[src/rtl/saw_pkg.sv]
package saw_pkg;
  typedef enum logic {
    OW_ANALOG  = 1'b0,
    OW_DIGITAL = 1'b1
  } ow_mode_e;

  localparam int NUM_CH   = 2;
  localparam int CH_DATA  = 0;
  localparam int CH_VOICE = 1;
endpackage

[src/rtl/saw_edge_sync.sv]
module saw_edge_sync #(
  parameter int STAGES = 2
) (
  input  logic clk,
  input  logic rst,
  input  logic din,
  output logic edge_o
);
  logic [STAGES-1:0] sync_q;
  logic              prev_q;
  logic [STAGES:0]   fill_q;

  always_ff @(posedge clk) begin
    if (rst) begin
      sync_q <= '0;
      prev_q <= 1'b0;
      fill_q <= '0;
    end else begin
      sync_q <= {sync_q[STAGES-2:0], din};
      prev_q <= sync_q[STAGES-1];
      fill_q <= {fill_q[STAGES-1:0], 1'b1};
    end
  end

  // only compare once the delay line holds real samples
  assign edge_o = fill_q[STAGES] & (sync_q[STAGES-1] ^ prev_q);
endmodule

[src/rtl/saw_activity_timer.sv]
module saw_activity_timer #(
  parameter int TIMEOUT_CYCLES = 1000
) (
  input  logic clk,
  input  logic rst,
  input  logic kick,
  output logic alive
);
  localparam int CW = $clog2(TIMEOUT_CYCLES + 1);
  localparam logic [CW-1:0] RELOAD = CW'(TIMEOUT_CYCLES);

  logic [CW-1:0] cnt_q;

  always_ff @(posedge clk) begin
    if (rst)
      cnt_q <= '0;
    else if (kick)
      cnt_q <= RELOAD;
    else if (cnt_q != '0)
      cnt_q <= cnt_q - 1'b1;
  end

  assign alive = (cnt_q != '0);
endmodule

[src/rtl/saw_fail_combine.sv]
module saw_fail_combine #(
  parameter int NUM_CH = 2
) (
  input  logic              clk,
  input  logic              rst,
  input  logic [NUM_CH-1:0] alive,
  input  logic [NUM_CH-1:0] enable,
  output logic              fail_o,
  output logic              led_n_o
);
  logic fail_d;

  assign fail_d = |(~alive & enable);

  always_ff @(posedge clk) begin
    if (rst) begin
      fail_o  <= 1'b1;
      led_n_o <= 1'b0;
    end else begin
      fail_o  <= fail_d;
      led_n_o <= ~fail_d;
    end
  end
endmodule

[src/rtl/slicer_activity_watchdog.sv]
module slicer_activity_watchdog
  import saw_pkg::*;
#(
  parameter int TIMEOUT_CYCLES = 1000,
  parameter int SYNC_STAGES    = 2
) (
  input  logic clk,
  input  logic rst,
  input  logic data_in,
  input  logic voice_in,
  input  logic mode_digital,
  output logic slicer_fail,
  output logic fail_led_n
);
  ow_mode_e          mode_e;
  logic [NUM_CH-1:0] ch_in;
  logic [NUM_CH-1:0] ch_kick;
  logic [NUM_CH-1:0] ch_alive;
  logic [NUM_CH-1:0] ch_enable;

  assign mode_e          = ow_mode_e'(mode_digital);
  assign ch_in[CH_DATA]  = data_in;
  assign ch_in[CH_VOICE] = voice_in;

  // data channel always counts; voice only exists in digital operation
  assign ch_enable[CH_DATA]  = 1'b1;
  assign ch_enable[CH_VOICE] = (mode_e == OW_DIGITAL);

  for (genvar c = 0; c < NUM_CH; c++) begin : g_ch
    saw_edge_sync #(
      .STAGES(SYNC_STAGES)
    ) u_sync (
      .clk   (clk),
      .rst   (rst),
      .din   (ch_in[c]),
      .edge_o(ch_kick[c])
    );

    saw_activity_timer #(
      .TIMEOUT_CYCLES(TIMEOUT_CYCLES)
    ) u_timer (
      .clk  (clk),
      .rst  (rst),
      .kick (ch_kick[c]),
      .alive(ch_alive[c])
    );
  end

  saw_fail_combine #(
    .NUM_CH(NUM_CH)
  ) u_comb (
    .clk    (clk),
    .rst    (rst),
    .alive  (ch_alive),
    .enable (ch_enable),
    .fail_o (slicer_fail),
    .led_n_o(fail_led_n)
  );
endmodule

[config.mk]
export PLATFORM = sky130hd
export DESIGN_NAME = slicer_activity_watchdog
export DESIGN_NICKNAME = d
export VERILOG_FILES = /design/src/rtl/saw_pkg.sv /design/src/rtl/saw_edge_sync.sv /design/src/rtl/saw_activity_timer.sv /design/src/rtl/saw_fail_combine.sv /design/src/rtl/slicer_activity_watchdog.sv
export SDC_FILE = /design/constraint.sdc
export NUM_CORES = 1
export LEC_CHECK = 0
export ABC_AREA = 1
export BUFFER_PORTS_ARGS = -buffer_cell sky130_fd_sc_hd__buf_4
export CAP_MARGIN = 5
export CORE_MARGIN = 4
export CORE_UTILIZATION = 45
export DETAILED_ROUTE_END_ITERATION = 10
export HOLD_SLACK_MARGIN = 0.06
export PLACE_DENSITY = 0.72
export SYNTH_ARGS = -nofsm -noshare
export SYNTH_HDL_FRONTEND = slang
export SYNTH_HIERARCHICAL = 1
export SYNTH_SLANG_ARGS = --single-unit
[constraint.sdc]
create_clock -name clk -period 1.5 [get_ports clk]
set_input_delay 0.45 -clock clk [delete_from_list [all_inputs] [get_ports clk]]
set_output_delay 0.45 -clock clk [all_outputs]
set_load 0.01 [all_outputs]
==> results of run 1 <==
-- final cells by class --
| class | count | share of cell area, % |
|---|---|---|
| multi-input combinational | 136 | 43.46 |
| tap | 46 | 3.305 |
| sequential | 34 | 39.08 |
| clock buffer | 5 | 2.155 |
| inverter | 38 | 8.190 |
| timing repair buffer | 6 | 2.586 |
| clock inverter | 3 | 1.221 |
-- cells in the final DEF, fill, tap and decap left out, types with 5 or more instances in the layout --
| cell | netlist | routed |
|---|---|---|
| nor2_2 | 5 | 5 |
| nor2_1 | 38 | 38 |
| a21oi_1 | 10 | 10 |
| nand3_2 | 10 | 10 |
| clkbuf_4 | 0 | 5 |
| nand2_1 | 31 | 31 |
| nand3_1 | 9 | 9 |
| dfxtp_1 | 34 | 34 |
| inv_1 | 37 | 37 |
| buf_4 | 0 | 6 |
| o21bai_1 | 6 | 6 |
-- cells by family (layout without fill, tap and decap cells) --
logic type | after synthesis | after routing | synth area share, %
adders and majority gates | 2 | 2 | 1.576
buffers and inverters | 40 | 52 | 10.40
xor gates and xnor gates | 4 | 4 | 2.206
and+or+nand+nor | 103 | 103 | 32.62
other | 1 | 1 | 0.2362
AOI/OAI and AO/OA | 26 | 26 | 10.09
DFF | 34 | 34 | 42.87
-- routing by layer --
layer  wire length, µm  vias up  part of all wire [%]  track usage [%]
met5                 0        -                     0                0
met1              1304      520                    51            17.08
met4                43        0                   1.7            6.329
li1                  -      666                     -                -
met3               131        4                   5.1            5.158
met2              1086       17                    42            19.02
-- per-stage QoR --
step                      worst slack [ns]  instances  cell area [µm²]  hold WS, ns
after floorplan                     0.1760        210             1588       0.3883
after global placement             0.04311        260             1668       0.3884
after detailed placement           0.01280        260             1668       0.3965
after CTS                          0.01661        268             1732       0.2883
after global routing              0.003659        268             1742       0.3004
final                               0.1277        268             1742       0.3042
-- sequential cells by signal, indices dropped and copies added (netlist names) --
| signal | count |
|---|---|
| g_ch.u_timer/cnt_q | 20 |
| g_ch.u_sync/fill_q | 6 |
| g_ch.u_sync/sync_q | 4 |
| g_ch.u_sync/prev_q | 2 |
| u_comb/fail_o | 1 |
| u_comb/led_n_o | 1 |
-- power groups by stage --
stage          logic (mW)  registers, mW  clock network, mW
2_1_floorplan        1.76           1.38                  0
3_3_place_gp         1.94           1.42                  0
3_5_place_dp         1.97           1.43                  0
4_1_cts              2.00           1.41              0.536
5_1_grt              2.34           1.44              0.574
6_report             2.02           1.41              0.512
-- worst reg2reg max path: cells and delay by family (launching register included) --
| kind | cells | cell delay, ns |
|---|---|---|
| and+or+nand+nor | 3 | 0.36 |
| buffers and inverters | 1 | 0.10 |
| AOI/OAI and AO/OA | 2 | 0.23 |
| adders and majority gates | 1 | 0.23 |
| DFF | 1 | 0.34 |
-- worst paths after layout --
path         cells past startpoint                                    end                                  start  slack [ns]
max                              7  g_ch[0].u_timer/cnt_q[1]$_SDFFE_PP0P_  g_ch[0].u_timer/cnt_q[0]$_SDFFE_PP0P_        0.13
min                              3    g_ch[0].u_sync/sync_q[0]$_SDFF_PP0_                                data_in        0.30
max reg2reg                      7  g_ch[0].u_timer/cnt_q[1]$_SDFFE_PP0P_  g_ch[0].u_timer/cnt_q[0]$_SDFFE_PP0P_        0.13
min reg2reg                      2    g_ch[1].u_sync/sync_q[1]$_SDFF_PP0_    g_ch[1].u_sync/sync_q[0]$_SDFF_PP0_        0.41
-- what timing repair did --
| item | 4_1_cts | 5_1_grt |
|---|---|---|
| endpoints found under the hold margin | 0 | 0 |
| gates resized for setup | 1 | 3 |
| endpoints found under the setup margin | 1 | 10 |
==> run metrics, run 1 <==
IO Port Bufs 6; post-synthesis cell type count 21; vias in the first global route 1048; Post-synth top cells nor2_1 (38), inv_1 (37), dfxtp_1 (34), nand2_1 (31); Total Routing Usage GR 13.18%; CP most frequent cell nand2_4; Die ar. 4543 µm²; clk_lat worst skew 0.34 ns; Comb pwr share 51.3%; DR vias 1207; layout cells sized above 1 19.82%; Area growth syn-to-layout 9.693%; global-route wire length before repair 4.450 mm; vias per cell 4.504; FF+latch area 680.7 µm²; DRC Markers 0; post-route minimum period 1.372 ns; initial antenna violation count 0; Sequential Power Share 35.8%; CP Max Fanout 12; Routed Antenna Nets 0; Num Clock Sinks 34; Synth async-reset ratio 0%; initial DRC count 64; clock root buffer master clkbuf_4; post-CTS setup buffers 0; Post-synth EDFFs 0; H-tree levels 2; share of the clock period used by the worst path 91.49%; main area contributors after synthesis dfxtp_1 (43%), nor2_1 (9.0%), inv_1 (8.7%); worst path cell trace inv_1 > ha_2 > nand2_4 > nor2_4 > nand2_4 > o21ai_1 > a21oi_2; core area 3363 µm²; WP buf/inv 1; multi-input logic area 757.0 µm²; Initial Util 47.21%; number of diodes 0; Cells after Synth 210; fin nets 228; Warnings, synthesis 6; critical path class flip-flop to flip-flop; Synth area leader dfxtp_1; total length of routed wires 2.565 mm; syn nets 217; IO Pins 7; Post-Syn Area 1588 µm²; Crit-path slowest cell dfxtp_1; Pre-antenna DRT Iters 4; power per cell area 2268 nW/µm²; crit start category flip-flop; largest net degree at the start of global routing 28; die height 67.40 µm; Final Hold Fails 0; sequential area share after synthesis 42.87%; Clock Pin Slew Worst Setup and Hold Paths 0.11 ns; site row count 21; final setup TNS 0 ns; GP Congestion 0.8059; Worst setup EP type flip-flop; maximum clock insertion buffer count 2; RSZ-0062 raised after global routing false; Tightest Hold Check Type primary input to flip-flop; CTS buffer count 5; required time of the critical path 1.74 ns; sw frac 45.80%; Final Slew Violations 0; CP peak stage delay 0.34 ns; Sw Pwr 1.809 mW; final setup vio count 0; maximum resistive drop on vdd 0.8462 mV; Fill cells 361; Max-Cap Viols 0; Detailed Place HPWL 1.783 mm; die width 67.40 µm; top-area cell type share of the netlist area 42.87%; total gr overflow 0; Peak Freq 728.7 MHz; status complete, no violations; CP delay by family, top simple AND/OR/NAND/NOR gates; Internal Dissipation 2.141 mW; WL/cell 9.571 µm; CTS tree yes; Static Leak 0.8438 nW; Post-Syn Area per Cell 7.561 µm²; synthesized flop and latch total 34; clock share of power 13.0%; dominant synthesized flop cell dfxtp_1; clock skew 0.006630 ns; cts hold-fix bufs 0; count leader, synth nor2_1; WP data arrival 1.61 ns; Final Total Pwr 3.950 mW; fin util 51.79%
Note: power is estimated with default switching activity, not from simulation.
==> inputs of run 2 (changes only) <==
--- a/config.mk
+++ b/config.mk
@@ -6,6 +6,7 @@
 export NUM_CORES = 1
 export LEC_CHECK = 0
 export ABC_AREA = 1
+export ABC_CLOCK_PERIOD_IN_PS = 1680
 export BUFFER_PORTS_ARGS = -buffer_cell sky130_fd_sc_hd__buf_4
 export CAP_MARGIN = 5
 export CORE_MARGIN = 4
==> constraint.sdc (replaced) <==
create_clock -name clk -period 1.68 [get_ports clk]
set_input_delay 0.504 -clock clk [delete_from_list [all_inputs] [get_ports clk]]
set_output_delay 0.504 -clock clk [all_outputs]
set_load 0.01 [all_outputs]
==> run metrics, run 2 (same netlist as run 1, synthesis figures left out) <==
status complete, no violations; Routed Antenna Nets 0; Detailed Place HPWL 1.797 mm; Num Clock Sinks 34; reg2reg start g_ch[1].u_timer/cnt_q[0]$_SDFFE_PP0P_; Final Hold Fails 0; post-CTS setup buffers 0; fin nets 228; post-route minimum period 1.494 ns; Fill cells 356; clock root buffer master clkbuf_4; DRC Markers 0; CTS buffer count 5; reg-to-reg slack, setup 0.19 ns; Largest register FFs 20; core area 3363 µm²; largest net degree at the start of global routing 28; WP data arrival 1.72 ns; layout cells sized above 1 18.92%; Total Routing Usage GR 13.24%; WL/cell 9.463 µm; CTS tree yes; Static Leak 0.8405 nW; vias in the first global route 1016; final setup vio count 0; biggest regs g_ch.u_timer/cnt_q x20, g_ch.u_sync/fill_q x6, g_ch.u_sync/sync_q x4; DR vias 1203; Die ar. 4543 µm²; clock skew 0.003912 ns; Area growth syn-to-layout 8.747%; initial DRC count 49; Crit-path slowest cell dfxtp_1; CP delay by family, top simple AND/OR/NAND/NOR gates; stages on the worst setup path 7; maximum clock insertion buffer count 2; global-route wire length before repair 4.436 mm; required time of the critical path 1.91 ns; Hold WS 0.3619 ns; maximum resistive drop on vdd 0.7290 mV; Tightest Hold Check Type primary input to flip-flop; critical path class flip-flop to flip-flop; die height 67.40 µm; hold_sp data_in; Max-Cap Viols 0; Peak Freq 669.4 MHz; WP buf/inv 1; cts hold-fix bufs 0; Worst setup EP type flip-flop; most common cell after layout, fill and taps aside nor2_1; power per cell area 2011 nW/µm²; Clock Pin Slew Worst Setup and Hold Paths 0.11 ns; number of diodes 0; total gr overflow 0; Pre-antenna DRT Iters 4; site row count 21; vias per cell 4.489; hold path cells 3; RSZ-0062 raised after global routing false; IO Pins 7; reg2reg end g_ch[1].u_timer/cnt_q[0]$_SDFFE_PP0P_; GP Congestion 0.8059; final setup TNS 0 ns; CP peak stage delay 0.34 ns; CTS resizes 0; crit start category flip-flop; clk_lat worst skew 0.34 ns; worst path cell trace inv_1 > ha_1 > nand2_4 > nor2_4 > nand2_2 > o21ai_1 > a21oi_2; total length of routed wires 2.536 mm; IO Port Bufs 6; most flop-heavy register g_ch.u_timer/cnt_q; share of the clock period used by the worst path 88.92%; initial antenna violation count 0; multi-input logic area 742.0 µm²; H-tree levels 2; FF+latch area 680.7 µm²; die width 67.40 µm; commonest cells after routing, fill and taps aside nor2_1 (38), inv_1 (37), dfxtp_1 (34); Initial Util 47.21%; CP Max Fanout 12; WHS Endpoint g_ch[0].u_sync/sync_q[0]$_SDFF_PP0_; Final Slew Violations 0; R2R cell count 7
[run 2: cell types whose count changed in the layout (fill, tap and decap cells not counted)]
cell     before  now
ha_1          0    2
ha_2          2    0
nand2_4       4    2
nand2_2       2    4
[run 2: final cells by class]
| type | instances | share of cell area, % |
|---|---|---|
| clock inverter | 3 | 1.232 |
| tap | 46 | 3.333 |
| sequential | 34 | 39.42 |
| inverter | 38 | 8.261 |
| timing repair buffer | 6 | 2.609 |
| clock buffer | 5 | 2.174 |
| multi-input combinational | 136 | 42.97 |
[run 2: metal layers]
layer	track usage [%]	vias up	routed length (µm)
met5	0	-	0
met4	6.076	0	44
met3	5.491	4	160
met2	18.90	30	1040
met1	17.26	503	1292
li1	-	666	-
[run 2: through the flow]
stage          total power [mW]  worst slack [ns]  cell area [µm²]  utilization [%]  std cells
5_1_grt                   3.837           0.02337             1727            51.34        268
3_5_place_dp              3.040            0.1840             1668            49.59        260
3_3_place_gp              2.997            0.2232             1668            49.59        260
6_report                  3.473            0.1862             1727            51.34        268
2_1_floorplan             2.805            0.3560             1588                -        210
4_1_cts                   3.504            0.1704             1727            51.34        268
[run 2: where the power goes]
group | leakage (nW) | switching, mW | internal, mW | total, mW
clock network | 0.0312 | 0.290 | 0.163 | 0.453
registers | 0.281 | 0.208 | 1.05 | 1.26
logic | 0.528 | 1.09 | 0.675 | 1.76
total | 0.841 | 1.58 | 1.89 | 3.47
[run 2: how the worst max path moves through the flow]
stage	end	startpoint	slack (ns)
after floorplan	u_comb/led_n_o$_SDFF_PP0_	g_ch[1].u_timer/cnt_q[0]$_SDFFE_PP0P_	0.36
after global placement	u_comb/led_n_o$_SDFF_PP0_	g_ch[1].u_timer/cnt_q[0]$_SDFFE_PP0P_	0.22
after detailed placement	g_ch[1].u_timer/cnt_q[0]$_SDFFE_PP0P_	g_ch[1].u_timer/cnt_q[0]$_SDFFE_PP0P_	0.18
after CTS	u_comb/led_n_o$_SDFF_PP0_	g_ch[1].u_timer/cnt_q[0]$_SDFFE_PP0P_	0.17
after global routing	u_comb/led_n_o$_SDFF_PP0_	g_ch[1].u_timer/cnt_q[0]$_SDFFE_PP0P_	0.02
final	g_ch[1].u_timer/cnt_q[0]$_SDFFE_PP0P_	g_ch[1].u_timer/cnt_q[0]$_SDFFE_PP0P_	0.19
[run 2: worst min-delay path: cells and delay by family]
| kind | cells | cell delay [ns] |
|---|---|---|
| buffers and inverters | 2 | 0.11 |
| and+or+nand+nor | 1 | 0.06 |
